**src/rtl/ibuf_pkg.sv**
```systemverilog
package ibuf_pkg;

    typedef enum logic [1:0] {
        PH_IDLE  = 2'd0,
        PH_ARMED = 2'd1,
        PH_HOLD  = 2'd2,
        PH_HELD  = 2'd3
    } ibuf_phase_e;

endpackage

```
**src/rtl/ibuf_phase_fsm.sv**
```systemverilog
module ibuf_phase_fsm
    import ibuf_pkg::*;
(
    input  logic clk,
    input  logic rst_n,
    input  logic cap_enable,
    input  logic core_bounded,
    input  logic release_req,
    input  logic any_pending,
    output logic capture,
    output logic flush
);

    ibuf_phase_e phase_q;
    ibuf_phase_e phase_d;
    logic        capture_now;

    assign capture_now = cap_enable & core_bounded;

    // state register
    always_ff @(posedge clk or negedge rst_n) begin
        if (!rst_n) begin
            phase_q <= PH_IDLE;
        end else begin
            phase_q <= phase_d;
        end
    end

    // next phase
    always_comb begin
        phase_d = phase_q;
        if (capture_now) begin
            phase_d = PH_HOLD;                          // isolate
        end else begin
            unique case (phase_q)
                PH_IDLE:  phase_d = cap_enable ? PH_ARMED : PH_IDLE;   // enable
                PH_ARMED: phase_d = cap_enable ? PH_ARMED : PH_IDLE;   // disable
                PH_HOLD: begin                                          // reconnect
                    if (any_pending)     phase_d = PH_HELD;
                    else if (cap_enable) phase_d = PH_ARMED;
                    else                 phase_d = PH_IDLE;
                end
                PH_HELD: begin
                    if (release_req && !core_bounded)               // replay
                        phase_d = cap_enable ? PH_ARMED : PH_IDLE;
                    else
                        phase_d = PH_HELD;                          // wait
                end
                default: phase_d = PH_IDLE;
            endcase
        end
    end

    // outputs
    always_comb begin
        capture = capture_now;
        flush   = 1'b0;
        unique case (phase_q)
            PH_HELD:  flush = release_req & ~core_bounded;
            PH_IDLE,
            PH_ARMED,
            PH_HOLD:  flush = 1'b0;
            default:  flush = 1'b0;
        endcase
    end

    p_no_flush_in_hold_r7: assert property (@(posedge clk) disable iff (!rst_n)
        (phase_q == PH_HOLD) |-> !flush);

    p_no_flush_bounded_r7: assert property (@(posedge clk) disable iff (!rst_n)
        core_bounded |-> !flush);

    p_isolate_enters_hold_r4: assert property (@(posedge clk) disable iff (!rst_n)
        (cap_enable && core_bounded) |=> (phase_q == PH_HOLD));

endmodule

```
**src/rtl/ibuf_line_cell.sv**
```systemverilog
module ibuf_line_cell (
    input  logic clk,
    input  logic rst_n,
    input  logic irq,
    input  logic capture,
    input  logic flush,
    output logic pend_q,
    output logic irq_out
);

    logic pend_d;

    always_comb begin
        if (capture)    pend_d = pend_q | irq;
        else if (flush) pend_d = 1'b0;
        else            pend_d = pend_q;
    end

    always_ff @(posedge clk or negedge rst_n) begin
        if (!rst_n) pend_q <= 1'b0;
        else        pend_q <= pend_d;
    end

    assign irq_out = (irq & ~capture) | (pend_q & flush);

    p_sticky_r5: assert property (@(posedge clk) disable iff (!rst_n)
        (capture && pend_q) |=> pend_q);

    p_clear_after_replay_r6: assert property (@(posedge clk) disable iff (!rst_n)
        flush |=> !pend_q);

    p_quiet_in_hold_r4: assert property (@(posedge clk) disable iff (!rst_n)
        capture |-> !irq_out);

endmodule

```
**src/rtl/irq_capture_buffer.sv**
```systemverilog
module irq_capture_buffer #(
    parameter int NUM_LINES = 8
) (
    input  logic                 clk,
    input  logic                 rst_n,
    input  logic [NUM_LINES-1:0] irq_in,
    input  logic [NUM_LINES-1:0] dma_trig_in,
    input  logic                 cap_enable,
    input  logic                 core_bounded,
    input  logic                 release_req,
    output logic [NUM_LINES-1:0] irq_to_core,
    output logic [NUM_LINES-1:0] dma_trig_out,
    output logic [NUM_LINES-1:0] pending_flags
);

    logic capture;
    logic flush;

    ibuf_phase_fsm u_fsm (
        .clk          (clk),
        .rst_n        (rst_n),
        .cap_enable   (cap_enable),
        .core_bounded (core_bounded),
        .release_req  (release_req),
        .any_pending  (|pending_flags),
        .capture      (capture),
        .flush        (flush)
    );

    for (genvar i = 0; i < NUM_LINES; i++) begin : g_line
        ibuf_line_cell u_cell (
            .clk     (clk),
            .rst_n   (rst_n),
            .irq     (irq_in[i]),
            .capture (capture),
            .flush   (flush),
            .pend_q  (pending_flags[i]),
            .irq_out (irq_to_core[i])
        );
    end

    assign dma_trig_out = dma_trig_in;

    p_dma_bypass_r9: assert property (@(posedge clk) disable iff (!rst_n)
        dma_trig_out == dma_trig_in);

    p_pass_disabled_r2: assert property (@(posedge clk) disable iff (!rst_n)
        (!cap_enable && !release_req) |-> (irq_to_core == irq_in));

    p_record_r4: assert property (@(posedge clk) disable iff (!rst_n)
        (cap_enable && core_bounded) |=> ((pending_flags & $past(irq_in)) == $past(irq_in)));

    p_no_record_unbounded_r3: assert property (@(posedge clk) disable iff (!rst_n)
        (!core_bounded && pending_flags == '0) |=> (pending_flags == '0));

endmodule

```
**config.mk**
```make
export PLATFORM = sky130hd
export DESIGN_NAME = irq_capture_buffer
export DESIGN_NICKNAME = d
export VERILOG_FILES = /design/src/rtl/ibuf_pkg.sv /design/src/rtl/ibuf_phase_fsm.sv /design/src/rtl/ibuf_line_cell.sv /design/src/rtl/irq_capture_buffer.sv
export SDC_FILE = /design/constraint.sdc
export NUM_CORES = 1
export LEC_CHECK = 0
export BUFFER_PORTS_ARGS = -buffer_cell sky130_fd_sc_hd__buf_2
export CAP_MARGIN = 25
export CORE_UTILIZATION = 41
export CTS_BUF_LIST = sky130_fd_sc_hd__clkbuf_4 sky130_fd_sc_hd__clkbuf_8
export DETAILED_ROUTE_END_ITERATION = 7
export PLACE_DENSITY = 0.86
export SYNTH_ARGS = -nofsm -noshare
export SYNTH_HDL_FRONTEND = slang
export SYNTH_SLANG_ARGS = --single-unit
```
**constraint.sdc**
```tcl
create_clock -name clk -period 1.8 [get_ports clk]
set_input_delay 0.09 -clock clk [delete_from_list [all_inputs] [get_ports clk]]
set_output_delay 0.09 -clock clk [all_outputs]
set_load 0.01 [all_outputs]
```
==> results.ini <==
[setup_path]
cp.required_ns=1.71
critPathArrivalTime_ns=1.44
crit_path_start_kind=flip-flop
crit_slowest_cell=dfrtp_1
critPathMaxFanout=8
path_cells=and3b_1 -> and2_1 -> a22o_1 -> buf_2
cp_slowest_stage_delay_ns=0.38
setup.worst_path.end_class=primary output
criticalPathCategory=flip-flop to primary output

[min_path]
min_path_type=input pin to flip-flop

[synthesis]
yosysWarnings=0
synth-seq-cells=10
synth_compound_area_share_pct=23.1
synthesis.area_um2=651
synthTopCellsByArea=dfrtp_1 (38%), buf_4 (28%), a22o_1 (22%), and2_1 (1.9%), nand2_1 (1.7%)
syn-num-nets=85
synth_largest_area_cell=dfrtp_1
ys_seq_area_share_pct=38.5
synthCells=64
synthSimpleGateAreaFrac_pct=7.31
synth_top_family_by_area=buffers and inverters
synth_mux_area_share_pct=1.54
post_synth.cell_area_avg_um2=10.2
netlist.area_leader.share_pct=38.5
synth_fa_ha_area_share_pct=0
netlist-cell-type-count=14
synth-xor-area-share_pct=0

[routing]
firstDrtPassIters=4
wirelength_um=1280
post_drt_wl_per_cell_um=14.7
final_antenna_net_count=0
num_vias=479
dr.first_iter.drc_count=12
vias_per_cell=5.51
route.detailed.drc=0

[clock_network]
root_buffer=clkbuf_4
htree_num_levels=1
cts_tree=built
cts_resized=0
insertion_delay_ns=0.27
cts_hold_buffers=1
cts_buffers=3
ctsLongestPathBuffers=2
clkTransAtPathRegs_ns=0.07
cts_setup_buffers=0
clock_sinks=10

[global_route]
gr-usage-met1_pct=18.3
grt_pass1_vias=465
grt_pass1_wl_um=2040
globalRouteOverflowTotal=0
top_usage_layer=met2
antenna_found_initial=0
grt_max_degree=11
grt_usage_pct=15.9
use_met2_pct=23.8
grtUsageMet3_pct=4.78

[sta]
fin_tns_setup_ns=0
hold_viol=0
fmax_mhz=654
finalWorstSetupSlack_ns=0.272
maxSlewViolCount=0
hold_ws_ns=0.0381
setup_viol=0
tightest_slew_ns=0.325
skew_ns=0.000810
rsz0062_at_grt=false
slew_headroom_pct=78.3
period_needed_ns=1.53
post-route-period-util_pct=84.9

[placement]
numPortBuffers=28
place_congestion=0.725
hpwl_um=935
post-place-ws_ns=0.557

[die]
boundaryPins=45
die_y_um=41.8
chipWidth_um=41.8
die_area_mm2=0.00175
coreArea_mm2=0.00149
placementRows=14
initial_core_util_pct=43.7

[pwr]
power.total_w=0.000734
p_per_area_mw_per_mm2=1100
ir_drop_mv=0.409
p_leak_nw=0.355

[layout]
drive_gt1_share_pct=45.1
syn2layout_area_growth_pct=2.69
antenna_cells=0
final_nets=93
nFillCells=150

[run_status]
status=completed

[flow_run]
drv_cap=0

## final cells by class
| cell class | count | area, um^2 | share of cell area, % |
|---|---|---|---|
| inverters | 1 | 3.75 | 0.562 |
| repair buffers | 29 | 150 | 22.5 |
| clock buffers | 4 | 36.3 | 5.43 |
| multi-input cells | 27 | 208 | 31.1 |
| well taps | 16 | 20.0 | 3.00 |
| flip-flops and latches | 10 | 250 | 37.5 |
## kinds of logic after synthesis
kind of cell,after synthesis
AO/OA/AOI/OAI,17
buffers and inverters,27
flip-flops,10
multiplexers,1
AND/OR/NAND/NOR,9
## per-stage QoR
stage	utilization [%]	instance area, um^2	std cells
6_report	44.9	668	87
4_1_cts	44.9	668	87
3_5_place_dp	41.8	622	82
2_1_floorplan	-	651	64
3_3_place_gp	41.8	622	82
5_1_grt	44.9	668	87
## synthesized netlist by cell type
library cell and n:
and2_1 2, dfrtp_1 10, nor4_1 1, buf_4 24
and3b_1 1, nor2_1 1, clkbuf_1 1, mux2i_1 1
buf_2 1, a22o_1 16, nor3_1 1, nand2_1 3
inv_1 1, a311o_1 1
## placed cells by master (no fill, tap or decap)
cell type and count:
inv_1 1, nor2_1 1, dlygate4sd3_1 1, clkbuf_8 1
nand2_1 3, nor3_1 1, mux2i_1 1, dfrtp_1 10
and3b_1 1, a22o_1 16, buf_2 28, nor4_1 1
and2_1 2, clkbuf_4 3, a311o_1 1
## flip-flops by register name, indices dropped and copies added (netlist names)
| name | count |
|---|---|
| g_line.u_cell.pend_q | 8 |
| u_fsm.phase_q | 2 |
## layer usage
layer / vias to the layer above / wire [um]
met5: - / 0
met4: 0 / 35
met3: 4 / 103
met2: 30 / 611
met1: 222 / 533
li1: 223 / -
## worst max-delay path, delay by kind of cell (launching register included)
family / cells / cell delay (ns)
buf+inv: 1 / 0.13
flops: 1 / 0.38
compound gates: 1 / 0.21
simple gates: 2 / 0.45
## final timing paths
kind,from,to,cells after the start,slack (ns)
min in group asynchronous,rst_n,g_line[0].u_cell.pend_q,2,0.21
max reg2reg,g_line[2].u_cell.pend_q,u_fsm.phase_q[0],3,0.62
min reg2reg,g_line[0].u_cell.pend_q,g_line[0].u_cell.pend_q,1,0.55
max,u_fsm.phase_q[0],irq_to_core[6],4,0.27
max in group asynchronous,rst_n,g_line[6].u_cell.pend_q,2,1.40
min,cap_enable,u_fsm.phase_q[0],2,0.04
## where the power goes
group / total (W) / switching, W / internal [W]
Clock: 0.000206 / 0.0000832 / 0.000123
Sequential: 0.000323 / 0.0000479 / 0.000275
Combinational: 0.000205 / 0.0000999 / 0.000105
Total: 0.000734 / 0.000231 / 0.000503
(Power assumes the default switching activity.)
